$ cat config.mk
export PLATFORM = sky130hd
export DESIGN_NAME = eow_status
export DESIGN_NICKNAME = d
export VERILOG_FILES = /design/src/rtl/eow_status.sv
export SDC_FILE = /design/constraint.sdc
export NUM_CORES = 1
export LEC_CHECK = 0
export BUFFER_PORTS_ARGS = -buffer_cell sky130_fd_sc_hd__buf_2
export CORE_MARGIN = 2
export CORE_UTILIZATION = 49
export DETAILED_ROUTE_END_ITERATION = 8
export HOLD_SLACK_MARGIN = 0.02
export PLACE_DENSITY = 0.8
export SETUP_SLACK_MARGIN = 0.3
export SYNTH_ARGS = -nofsm -noshare
export SYNTH_HDL_FRONTEND = slang
export SYNTH_SLANG_ARGS = --single-unit
$ cat constraint.sdc
create_clock -name clk -period 2.2 [get_ports clk]
set_input_delay 0.11 -clock clk [delete_from_list [all_inputs] [get_ports clk]]
set_output_delay 0.11 -clock clk [all_outputs]
set_load 0.05 [all_outputs]
$ cat src/rtl/eow_status.sv
module eow_status #(
  parameter int RECOVERY_CYCLES = 2000
) (
  input  logic       clk,
  input  logic       rst_n,
  input  logic       busy_i,
  input  logic [7:0] last_data_i,
  input  logic [7:0] array_data_i,
  input  logic       ce_n_i,
  input  logic       oe_n_i,
  output logic [7:0] dq_o,
  output logic       dq_oe_o,
  output logic       write_ok_o
);
  localparam int CW = (RECOVERY_CYCLES < 1) ? 1 : $clog2(RECOVERY_CYCLES + 1);
  localparam logic [CW-1:0] REC_LOAD = CW'(RECOVERY_CYCLES);

  logic          rd_act, rd_q, rd_start;
  logic          mode_q, tog_q;
  logic          eff_busy, eff_tog;
  logic [CW-1:0] rec_cnt;
  logic [7:0]    status_byte;

  assign rd_act   = ~ce_n_i & ~oe_n_i;
  assign rd_start = rd_act & ~rd_q;

  always_ff @(posedge clk or negedge rst_n) begin
    if (!rst_n) begin
      rd_q   <= 1'b0;
      mode_q <= 1'b0;
      tog_q  <= 1'b0;
    end else begin
      rd_q <= rd_act;
      if (rd_start) begin
        mode_q <= busy_i;
        if (busy_i) tog_q <= ~tog_q;
      end
    end
  end

  always_ff @(posedge clk or negedge rst_n) begin
    if (!rst_n)            rec_cnt <= '0;
    else if (busy_i)       rec_cnt <= REC_LOAD;
    else if (rec_cnt != 0) rec_cnt <= rec_cnt - CW'(1);
  end

  assign eff_busy    = rd_start ? busy_i : mode_q;
  assign eff_tog     = rd_start ? (tog_q ^ busy_i) : tog_q;
  assign status_byte = {~last_data_i[7], eff_tog, last_data_i[5:0]};

  assign dq_oe_o    = rd_act;
  assign dq_o       = !rd_act ? 8'h00 : (eff_busy ? status_byte : array_data_i);
  assign write_ok_o = ~busy_i & (rec_cnt == 0);
endmodule

==> flow_summary.toml <==
[outcome]
outcome = "complete, no violations"

[timing]
max_clock_freq_ghz = 0.541
tightest_slew_ns = 0.508
rsz0062_at_grt = "yes"
final.setup.tns_ns = 0
hold-worst-slack_ns = 0.153
fin_skew_ns = 0.00333
fin_crit_ns = 1.85
maxSlewViolCount = 0
finalCritPeriodShare_pct = 84.1
finalWorstSetupSlack_ns = 0.350
setup_viol = 0
max_slew_margin_pct = 65.8
hold_viol_final = 0

[power]
powerDensity_mw_per_mm2 = 623
internal_power_mw = 0.482
p_sw_mw = 0.266
switching_share_pct = 35.6
irDropWorstVdd_mv = 0.430
seq_power_share_pct = 44.1
leakagePower_nw = 0.506
p_clk_share_pct = 24.9
finalPower_mw = 0.748
comb_power_share_pct = 31.1

[global_route]
antenna_found_initial = 0
grtUsageMet2_pct = 30.1
busiest_layer = "met1"
grt_usage_pct = 21.8
grt_pass1_wl_mm = 3.36
use_met1_pct = 31.4
met3_usage_pct = 7.31
overflow = 0
grt_pass1_vias = 753
grt_max_degree = 15

[place]
place_worst_setup_slack_ns = 0.314
dpl_cell_area_mm2 = 0.00111
dpl.hpwl_mm = 1.62
dp_cells = 158
routabilityCongestion = 0.868
portBuffers = 29

[yosys]
ys_types = 35
ys_seq_area_share_pct = 38.3
ys_warn_count = 0
netlist_area_um2 = 915
synth_ff_type = "dfrtp_1"
async_flop_share_pct = 100
ys_ff_latch = 14
syn-num-nets = 129
synth_cells = 107
synth_enable_flop_cells = 0
avgSynthCellArea_um2 = 8.55

[final_layout]
final_common_cell = "buf_2"
nets = 162
area_growth_pct = 31.3
layout-drive-gt1-share_pct = 33.8
diodes = 0
final_cell_mix = "buf_2 (27), dfrtp_1 (14), nand2_1 (9), o211ai_1 (9)"
stdcell_count = 164
regArea_um2 = 350
final.fill_count = 151
multi_input_area_um2 = 571
post-route-util_pct = 68.8
stdcell_area_mm2 = 0.00120

[setup_path]
reg2reg_from = "rec_cnt[6]"
r2r_slack_ns = 0.42
end_kind = "output pin"
critPathTopFamily = "compound AO/OA/AOI/OAI gates"
critPathMaxStageDelay_ns = 0.41
crit_chain = "o31a_1 > a21o_4 > a2111oi_4 > buf_6"
r2r_end = "rec_cnt[8]"
required_ns = 2.09
crit_buf_inv = 1
critical_path_class = "reg -> out"
startpoint_type = "flop"
r2r_cells = 3
crit_slowest_cell = "dfrtp_1"
crit_arrival_ns = 1.74
cp_max_fo = 8
worst-path-stages = 4

[clocking]
cts_root_buf = "clkbuf_4"
clk_pin_slew_ns = 0.09
clockBufferDepth = 2
cts_tree = "built"
htree_levels = 1
cts_sinks = 14
clk_latency_ns = 0.28
cts_buffers = 3

[hold_path]
hold_class = "in -> reg"
hold_depth = 2
hp-start = "busy_i"
hold_end = "rec_cnt[2]"

[routing]
drtIter0Drc = 23
drt_first_pass_iters = 4
routed_wirelength_mm = 2.18
vias = 953
via_per_inst = 5.81
wire_per_inst_um = 13.3
drc_errors = 0
ant_nets = 0

[die]
dieHeight_um = 47.2
dieArea_mm2 = 0.00223
die_w_um = 47.2
io_pins = 31
initial_core_util_pct = 52.4
placementRows = 15
core_mm2 = 0.00175

[flow_run]
cap_violations = 0
## synth_stat cells, drive strengths merged (2+ instances only)
cell type	instances	area, µm²
mux2i	2	20.0
nand3	6	30.0
nor2	7	26.3
nand4	3	18.8
o21ai	8	40.0
nand2	9	33.8
or4	4	30.0
a21oi	3	15.0
inv	5	18.8
nor2b	4	25.0
nor3	3	15.0
clkbuf	5	22.5
o31ai	2	15.0
nor4	2	12.5
o41ai	3	26.3
nand2b	2	12.5
o211ai	9	67.6
dfrtp	14	350
## cells by family (layout without fill, tap and decap cells)
kind of cell,Yosys count,in the layout,share of synthesized area (%)
compound gates,32,32,24.5
xor+xnor,1,1,0.958
fa+ha+maj,1,1,1.37
buf+inv,11,43,5.06
flops,14,14,38.3
mux,3,3,3.42
simple gates,45,45,26.4
## worst reg2reg max path, stage by stage (launching register included)
cell	delay [ns]
dfrtp_1	0.42
or4_1	0.67
or4_1	0.45
o211ai_1	0.16
## sequential cells by signal (all words and copies together) (netlist names)
signal,count
mode_q,1
rd_q,1
rec_cnt,11
tog_q,1
## metal layers
layer,up-vias,wire [µm],share of wire (%)
li1,476,-,-
met1,447,1020,47
met2,28,1050,48
met3,2,96,4.4
met4,0,6,0.28
met5,-,0,0
## area by class of cell
type	count	share of cell area [%]
tap	25	2.60
clock buffer	4	3.02
inverter	5	1.56
timing repair buffer	34	16.1
sequential	14	29.2
multi-input combinational	82	47.5
## power groups by stage
stage	Combinational, mW	Sequential, mW	Clock [mW]
after floorplan	0.169	0.316	0
after global placement	0.210	0.330	0
after detailed placement	0.215	0.333	0
after CTS	0.229	0.327	0.192
after global routing	0.253	0.333	0.204
final	0.232	0.329	0.186
## worst max path at each step
stage | slack, ns | startpoint | end
finish | 0.35 | rd_q | dq_o[7]
global placement | 0.34 | rec_cnt[0] | rec_cnt[5]
floorplan | 0.03 | rd_q | dq_o[0]
detailed placement | 0.31 | rec_cnt[0] | rec_cnt[5]
CTS | 0.30 | rec_cnt[0] | write_ok_o
global route | 0.26 | rec_cnt[0] | write_ok_o
## what timing repair did
item | in CTS | in global routing
pin swaps | 2 | 0
hold buffers | 1 | 0
gates resized for setup | 7 | 5
endpoints found under the hold margin | 14 | 0
endpoints found under the setup margin | 5 | 4
buffers inserted | 1 | 0
No activity file was read; power rests on OpenSTA's default activity.
